===== src/rtl/dma_pkg.sv =====
package dma_pkg;

  typedef enum logic [1:0] {ST_IDLE, ST_REQ, ST_XFER, ST_GAP} dma_state_e;

  localparam logic [1:0] SEL_ADDR  = 2'd0;
  localparam logic [1:0] SEL_COUNT = 2'd1;
  localparam logic [1:0] SEL_CTRL  = 2'd2;
  localparam logic [1:0] SEL_STAT  = 2'd3;

  localparam int CTL_START = 0;
  localparam int CTL_DIR   = 1;
  localparam int CTL_WORD  = 2;
  localparam int CTL_BURST = 4;
  localparam int CTL_PORT  = 8;
  localparam int CTL_CLEAR = 16;

  // bytes covered by one unit
  function automatic logic [31:0] unit_step(input logic word_unit, input int unsigned word_bytes);
    return word_unit ? 32'(word_bytes) : 32'd1;
  endfunction

  // true when the unit now in flight is the last one
  function automatic logic is_last_unit(input logic [31:0] remaining, input logic [31:0] step);
    return remaining <= step;
  endfunction

  // remaining bytes after one unit, saturating at zero
  function automatic logic [31:0] count_after(input logic [31:0] remaining, input logic [31:0] step);
    return (remaining > step) ? remaining - step : 32'd0;
  endfunction

endpackage


===== src/rtl/dma_regs.sv =====
module dma_regs
  import dma_pkg::*;
#(
  parameter int AW = 32,
  parameter int CW = 16,
  parameter int BW = 4,
  parameter int PW = 4
) (
  input  logic          clk,
  input  logic          rst_n,
  input  logic          cfg_wr,
  input  logic [1:0]    cfg_sel,
  input  logic [31:0]   cfg_wdata,
  output logic [31:0]   cfg_rdata,
  input  logic          busy,
  input  logic          unit_done,
  input  logic          finish,
  input  logic [31:0]   step,
  output logic [AW-1:0] cur_addr,
  output logic [CW-1:0] cur_count,
  output logic          ctl_dir,
  output logic          ctl_word,
  output logic [BW-1:0] ctl_burst,
  output logic [PW-1:0] ctl_port,
  output logic          irq,
  output logic          start_req,
  output logic          clear_req
);

  logic wr_ctrl, wr_addr, wr_count;

  assign wr_ctrl   = cfg_wr && (cfg_sel == SEL_CTRL);
  assign wr_addr   = cfg_wr && (cfg_sel == SEL_ADDR) && !busy;
  assign wr_count  = cfg_wr && (cfg_sel == SEL_COUNT) && !busy;
  assign start_req = wr_ctrl && cfg_wdata[CTL_START] && !busy;
  assign clear_req = wr_ctrl && cfg_wdata[CTL_CLEAR];

  always_ff @(posedge clk) begin
    if (!rst_n) begin
      cur_addr  <= '0;
      cur_count <= '0;
      ctl_dir   <= 1'b0;
      ctl_word  <= 1'b0;
      ctl_burst <= '0;
      ctl_port  <= '0;
      irq       <= 1'b0;
    end else begin
      if (unit_done) begin
        cur_addr  <= cur_addr + step[AW-1:0];
        cur_count <= CW'(count_after(32'(cur_count), step));
      end else begin
        if (wr_addr)  cur_addr  <= cfg_wdata[AW-1:0];
        if (wr_count) cur_count <= cfg_wdata[CW-1:0];
      end
      if (wr_ctrl && !busy) begin
        ctl_dir   <= cfg_wdata[CTL_DIR];
        ctl_word  <= cfg_wdata[CTL_WORD];
        ctl_burst <= cfg_wdata[CTL_BURST +: BW];
        ctl_port  <= cfg_wdata[CTL_PORT +: PW];
      end
      if (finish)         irq <= 1'b1;
      else if (clear_req) irq <= 1'b0;
    end
  end

  always_comb begin
    cfg_rdata = '0;
    case (cfg_sel)
      SEL_ADDR:  cfg_rdata = 32'(cur_addr);
      SEL_COUNT: cfg_rdata = 32'(cur_count);
      SEL_CTRL: begin
        cfg_rdata[CTL_DIR]            = ctl_dir;
        cfg_rdata[CTL_WORD]           = ctl_word;
        cfg_rdata[CTL_BURST +: BW]    = ctl_burst;
        cfg_rdata[CTL_PORT +: PW]     = ctl_port;
      end
      default: cfg_rdata[1:0] = {irq, busy};
    endcase
  end

endmodule


===== src/rtl/dma_engine.sv =====
module dma_engine
  import dma_pkg::*;
#(
  parameter int CW = 16,
  parameter int BW = 4
) (
  input  logic          clk,
  input  logic          rst_n,
  input  logic          start_req,
  input  logic [CW-1:0] cur_count,
  input  logic [31:0]   step,
  input  logic [BW-1:0] burst_m1,
  input  logic          bus_gnt,
  input  logic          dev_ack,
  output logic          bus_req,
  output logic          dev_req,
  output logic          busy,
  output logic          unit_done,
  output logic          burst_end,
  output logic          finish
);

  dma_state_e    state;
  logic [BW-1:0] beat;
  logic          last;

  assign last      = is_last_unit(32'(cur_count), step);
  assign unit_done = (state == ST_XFER) && dev_ack;
  assign burst_end = unit_done && !last && (beat == burst_m1);
  assign finish    = (unit_done && last) || (start_req && (cur_count == '0));
  assign bus_req   = (state == ST_REQ) || (state == ST_XFER);
  assign dev_req   = (state == ST_XFER);
  assign busy      = (state != ST_IDLE);

  always_ff @(posedge clk) begin
    if (!rst_n) begin
      state <= ST_IDLE;
      beat  <= '0;
    end else begin
      case (state)
        ST_IDLE: begin
          beat <= '0;
          if (start_req && (cur_count != '0)) state <= ST_REQ;
        end
        ST_REQ: if (bus_gnt) state <= ST_XFER;
        ST_XFER: if (unit_done) begin
          if (last) begin
            state <= ST_IDLE;
          end else if (burst_end) begin
            state <= ST_GAP;
            beat  <= '0;
          end else begin
            beat  <= beat + 1'b1;
          end
        end
        default: state <= ST_REQ;
      endcase
    end
  end

endmodule


===== src/rtl/dma_xfer_ctrl.sv =====
module dma_xfer_ctrl
  import dma_pkg::*;
#(
  parameter int AW         = 32,
  parameter int CW         = 16,
  parameter int WORD_BYTES = 4,
  parameter int BW         = 4,
  parameter int PW         = 4
) (
  input  logic          clk,
  input  logic          rst_n,
  input  logic          cfg_wr,
  input  logic [1:0]    cfg_sel,
  input  logic [31:0]   cfg_wdata,
  output logic [31:0]   cfg_rdata,
  output logic          bus_req,
  input  logic          bus_gnt,
  input  logic          cpu_req,
  output logic          cpu_stall,
  output logic          dev_req,
  output logic [PW-1:0] dev_port,
  output logic          dev_dir,
  output logic          dev_word,
  output logic [AW-1:0] bus_addr,
  input  logic          dev_ack,
  output logic          irq
);

  logic [AW-1:0] cur_addr;
  logic [CW-1:0] cur_count;
  logic [BW-1:0] ctl_burst;
  logic [31:0]   step_bytes;
  logic          busy, unit_done, burst_end, finish, start_req, clear_req;

  assign step_bytes = unit_step(dev_word, WORD_BYTES);

  dma_regs #(.AW(AW), .CW(CW), .BW(BW), .PW(PW)) u_regs (
    .clk       (clk),
    .rst_n     (rst_n),
    .cfg_wr    (cfg_wr),
    .cfg_sel   (cfg_sel),
    .cfg_wdata (cfg_wdata),
    .cfg_rdata (cfg_rdata),
    .busy      (busy),
    .unit_done (unit_done),
    .finish    (finish),
    .step      (step_bytes),
    .cur_addr  (cur_addr),
    .cur_count (cur_count),
    .ctl_dir   (dev_dir),
    .ctl_word  (dev_word),
    .ctl_burst (ctl_burst),
    .ctl_port  (dev_port),
    .irq       (irq),
    .start_req (start_req),
    .clear_req (clear_req)
  );

  dma_engine #(.CW(CW), .BW(BW)) u_engine (
    .clk       (clk),
    .rst_n     (rst_n),
    .start_req (start_req),
    .cur_count (cur_count),
    .step      (step_bytes),
    .burst_m1  (ctl_burst),
    .bus_gnt   (bus_gnt),
    .dev_ack   (dev_ack),
    .bus_req   (bus_req),
    .dev_req   (dev_req),
    .busy      (busy),
    .unit_done (unit_done),
    .burst_end (burst_end),
    .finish    (finish)
  );

  assign bus_addr  = dev_req ? cur_addr : '0;
  assign cpu_stall = cpu_req && dev_req;

endmodule


===== config.mk =====
export PLATFORM = sky130hd
export DESIGN_NAME = dma_xfer_ctrl
export DESIGN_NICKNAME = d
export VERILOG_FILES = /design/src/rtl/dma_pkg.sv /design/src/rtl/dma_regs.sv /design/src/rtl/dma_engine.sv /design/src/rtl/dma_xfer_ctrl.sv
export SDC_FILE = /design/constraint.sdc
export NUM_CORES = 1
export LEC_CHECK = 0
export CAP_MARGIN = 20
export CORE_MARGIN = 2
export CORE_UTILIZATION = 30
export DETAILED_ROUTE_END_ITERATION = 12
export SLEW_MARGIN = 20
export SYNTH_ARGS = -nofsm -noshare
export SYNTH_HDL_FRONTEND = slang
export SYNTH_HIERARCHICAL = 1
export SYNTH_SLANG_ARGS = --single-unit

===== constraint.sdc =====
create_clock -name clk -period 5.5 [get_ports clk]
set_clock_uncertainty 0.15 [all_clocks]
set_input_delay 0.825 -clock clk [delete_from_list [all_inputs] [get_ports clk]]
set_output_delay 0.825 -clock clk [all_outputs]
set_load 0.005 [all_outputs]

Yosys cells after proc, flatten, opt, wreduce, memory -nomap -nowiden
Index checks and enable logic that the tools add are counted.

Reduce and logical (&&, ||, !) cells: 31. Multiplexer cells: 25. $lt $le $gt $ge: 2. Add/subtract/negate cells: 3. Equal/unequal tests: 10.

Operators with widths (number): $mux 32 (3); $mux 16 (3); $pmux 20 s2 (1); $add 32x3->32 (1); $pmux 8 s3 (1); $gt 16x3->1 (1); $le 16x3->1 (1); $logic_and 1x1->1 (16); $logic_not 16->1 (1); $reduce_bool 16->1 (1); $sub 16x3->16 (1); $mux 4 (3); $mux 2 (5); $reduce_bool 2->1 (5); $pmux 1 s3 (3); $pmux 4 s2 (1); $pmux 2 s3 (1); $add 4x1->4 const B (1); $eq 2x1->1 const B (2); $eq 2x2->1 const B (2); $eq 4x4->1 (1); $logic_not 2->1 (2); $ne 2x1->1 const B (2); $ne 2x2->1 const B (2); other kinds (8) (11).

Word-level logic and storage cells: 80. Register bits after elaboration: 65. Input bits: 40.

Depth between registers and ports, before layout
Depth after elaboration: 9. Depth in mapped cells: 12. Gate-level depth less buffers: 11.

Cells and area by module
Netlist, hierarchy kept.

By module, submodules not included: dma_regs (instances 1, cells each 748, area each 5865.6 sq um); dma_engine (instances 1, cells each 132, area each 998.5 sq um); dma_xfer_ctrl (instances 1, cells each 38, area each 270.3 sq um).

Least setup slack after synthesis
OpenSTA, ideal clock, no wires.

Path kind: input-to-output. Start point: input port cfg_sel[1]. End point: output port cfg_rdata[1]. Arrival: 1.902 ns. Stages on the path: 3. Setup slack: 2.623 ns. Data required time: 4.525 ns. Cell sequence: clkbuf_1 clkbuf_1 mux4_2.

Longest elaborated chain between the ends: 2. Elaborated cells between the ends (all ways): 4.

RTL lines: start, declared (line dma_xfer_ctrl.sv:13) `input logic [1:0] cfg_sel,`; $eq 2x2->1, or another cell as far along (line dma_regs.sv:68) `case (cfg_sel)`; $pmux 1 s3 (*) (line dma_regs.sv:68); end, declared (line dma_xfer_ctrl.sv:15) `output logic [31:0] cfg_rdata,`.

Every way passes the cells marked *; elsewhere a longest branch is shown, timed or not.

Final worst setup path
Start point: input port cfg_sel[0]. End point: output port cfg_rdata[11].

Longest elaborated chain between the ends: 2. Elaborated cells between the ends (all ways): 4.

RTL lines (line): $eq 2x2->1, or another cell as far along (dma_regs.sv:68); $pmux 8 s3 (*) (dma_regs.sv:68).

Marked as above.

==> run summary <==
STA
--------------------------------------------------------------------------------
Total count of max-transition violations in the final report                   0
Setup violations, final                                                        0
Max_slew headroom                                                          35.6%
Fin crit share                                                             73.4%
Worst Max-Slew Pin Slew                                                 0.966 ns
Total count of hold-check failures in the final report                         0
Unrepaired setup endpoints after global routing                            false
Time the final worst path needs with I/O delays and setup                4.04 ns
Highest clock frequency the design can meet                              248 MHz
Total Neg Setup Slack                                                       0 ns

GRT
--------------------------------------------------------------------------------
Pin count of the biggest net entering global routing                          39
Vias in the first global route                                             6,635
Global router's overall resource usage                                     17.9%
First-pass GRT wire length                                             35,100 µm
Total congestion overflow                                                      0
Number of antenna violations at the first check in global routing              0

FLOORPLANNING
--------------------------------------------------------------------------------
Top Ports                                                                    114
Width of the die                                                          158 µm
Initial cell density of the core                                           30.4%
Core Box Area                                                         0.0234 mm²
Overall die height                                                        158 µm
Floorplan die area                                                    0.0250 mm²
Number of rows in the core area                                               56

ROUTING
--------------------------------------------------------------------------------
First-pass detailed-route iteration total                                      5
DRC Markers                                                                    0
Post-detailed-routing wire length                                      22,400 µm
Vias                                                                       7,139
First-iteration detailed-routing DRC count                                   483
Vias per Instance                                                           5.05
Post-detailed-route wirelength per cell                                  15.9 µm
DRT antenna net count                                                          0

FINISH
--------------------------------------------------------------------------------
Count of fill cells added during filler insertion                          2,453
Post-route design area                                               0.00915 mm²
Area occupied by registers                                           0.00130 mm²
Final non-filler cell total                                                1,413
P&R area growth vs syn                                                     28.4%
Final standard cell utilization of the core                                39.1%
Area occupied by multi-input gates                                   0.00572 mm²
Share of cells above drive strength 1                                      9.70%
Net total in the final layout                                              1,197

CRITICAL PATH
--------------------------------------------------------------------------------
R2R Path Start                                                      u_regs/ctl_word$_SDFFE_PN0P_
Crit. End Element                                                   primary output
Class of the most critical setup path                                  in -> out
Worst reg-to-reg path cell count                                              11
Required time at the worst-slack endpoint                                4.53 ns
Worst reg2reg endpoint                                              u_regs/cur_count[0]$_SDFFE_PN0P_
Worst setup SP type                                                 primary input
Crit-path max FO                                                              11
Slack of the worst reg-to-reg path                                       1.85 ns
Data arrival time of the critical path                                   3.06 ns

WORST HOLD PATH
--------------------------------------------------------------------------------
Startpoint of the worst hold path                                   u_regs/ctl_burst[1]$_SDFFE_PN0P_
Min-Delay Path Class                                                  reg -> reg
Hold Crit Endpoint                                                  u_regs/ctl_burst[1]$_SDFFE_PN0P_
Worst Hold Depth                                                               2

CLOCK TREE
--------------------------------------------------------------------------------
Hold-fix buffers at CTS                                                        0
CTS max path bufs                                                              2
TritonCTS clock tree                                                        done
Resized Gates After CTS                                                        0
Clock H-tree levels                                                            3
CTS Buf Count                                                                  9
Clock latency on the worst-skew pair                                     0.34 ns
Clock root buffer master                                            sky130_fd_sc_hd__clkbuf_16
# clock sinks                                                                 65
Clock transition at path regs                                            0.07 ns
Total setup buffers inserted after CTS                                         0

PLACE
--------------------------------------------------------------------------------
Count of placed standard cells including taps                              1,396
HPWL after DPL                                                         17,300 µm
Number of port buffers                                                       113
RD Place Congestion                                                        0.866
Post-DP Area                                                         0.00884 mm²

RUN
--------------------------------------------------------------------------------
# Max-Cap Violations                                                           0

SYNTHESIS
--------------------------------------------------------------------------------
Synthesized area divided by synthesized cell count                      7.78 µm²
Number of standard cells after synthesis                                     916
Total standard cell area after synthesis                             0.00712 mm²
YS warnings                                                                    6

POWER
--------------------------------------------------------------------------------
Highest ir drop seen on vdd                                           0.000126 V
Power per cell area                                                   176 mW/mm²
Total power draw                                                       0.00161 W
Static leakage                                                           3.91 nW

OUTCOME
--------------------------------------------------------------------------------
Outcome                                                             complete, no violations

## per-stage QoR
stage	setup slack (ns)	hold slack, ns
detailed placement	1.49	0.331
CTS	1.47	0.340
finish	1.46	0.341
global route	1.35	0.372
floorplan	2.62	0.312
global placement	1.48	0.314
## worst max path at each step
stage,endpoint,slack [ns],depth (start not counted),start
after CTS,cfg_rdata[10],1.47,5,cfg_sel[0]
after global placement,cfg_rdata[11],1.48,5,cfg_sel[0]
final,cfg_rdata[11],1.46,5,cfg_sel[0]
after global routing,cfg_rdata[10],1.35,5,cfg_sel[0]
after detailed placement,cfg_rdata[10],1.49,5,cfg_sel[0]
after floorplan,cfg_rdata[1],2.62,3,cfg_sel[1]
## critical path, stage by stage
cell and delay [ns]:
sky130_fd_sc_hd__clkdlybuf4s50_1 0.67, sky130_fd_sc_hd__nor2b_1 0.67, sky130_fd_sc_hd__nand2_1 0.10, sky130_fd_sc_hd__o21ai_0 0.21
sky130_fd_sc_hd__clkdlybuf4s50_1 0.59
## layout by cell type, fill, tap and decap left out, types with 4 or more instances in the layout
cell / n
sky130_fd_sc_hd__or3_1: 4
sky130_fd_sc_hd__o21ai_0: 39
sky130_fd_sc_hd__and2_1: 22
sky130_fd_sc_hd__inv_1: 58
sky130_fd_sc_hd__dfxtp_1: 65
sky130_fd_sc_hd__a21oi_1: 74
sky130_fd_sc_hd__and3_1: 7
sky130_fd_sc_hd__xnor2_1: 22
sky130_fd_sc_hd__nor3_1: 13
sky130_fd_sc_hd__o211a_1: 9
sky130_fd_sc_hd__clkdlybuf4s50_1: 113
sky130_fd_sc_hd__o21bai_1: 8
sky130_fd_sc_hd__ha_1: 67
sky130_fd_sc_hd__a31oi_1: 12
sky130_fd_sc_hd__a21o_1: 33
sky130_fd_sc_hd__buf_4: 8
sky130_fd_sc_hd__nor3b_1: 6
sky130_fd_sc_hd__nand2_1: 75
sky130_fd_sc_hd__nand2b_1: 10
sky130_fd_sc_hd__o221ai_2: 8
sky130_fd_sc_hd__clkbuf_16: 9
sky130_fd_sc_hd__o211ai_1: 8
sky130_fd_sc_hd__nand3_1: 23
sky130_fd_sc_hd__o21a_1: 7
sky130_fd_sc_hd__nor2_1: 51
sky130_fd_sc_hd__nor2b_1: 15
sky130_fd_sc_hd__conb_1: 91
sky130_fd_sc_hd__xor2_1: 8
sky130_fd_sc_hd__a211oi_1: 15
sky130_fd_sc_hd__o21ai_1: 5
sky130_fd_sc_hd__nand4_1: 16
sky130_fd_sc_hd__mux2i_1: 42
sky130_fd_sc_hd__and2_2: 34
sky130_fd_sc_hd__mux2_2: 7
sky130_fd_sc_hd__nor4_1: 15
sky130_fd_sc_hd__o22ai_1: 9
## cell type report
| cell class | count | share of cell area (%) |
|---|---|---|
| clock buffer | 10 | 2.61 |
| multi-input combinational | 831 | 62.6 |
| inverter | 60 | 2.46 |
| tap | 319 | 4.36 |
| antenna | 1 | 0.0274 |
| sequential | 65 | 14.2 |
| clock inverter | 6 | 0.725 |
| timing repair buffer | 121 | 13.0 |
## metal layers
layer	wire length (µm)	up-vias	GRT usage [%]
met3	1230	31	2.27
li1	-	3608	-
met4	675	0	7.12
met5	0	-	0
met2	10600	193	30.1
met1	9920	3307	23.3
## sequential cells by signal (all words and copies together) (netlist names)
name              flops
u_regs/cur_addr      32
u_regs/cur_count     16
u_engine/beat         4
u_regs/ctl_burst      4
u_regs/ctl_port       4
u_engine/state        2
u_regs/ctl_dir        1
u_regs/ctl_word       1
u_regs/irq            1
## report_power, final
| part | switching (W) | internal (W) | total, W |
|---|---|---|---|
| sequential | 0.0000384 | 0.000496 | 0.000534 |
| combinational | 0.000275 | 0.000210 | 0.000485 |
| clock | 0.000230 | 0.000365 | 0.000595 |
Power figures use the tool's default switching activity.
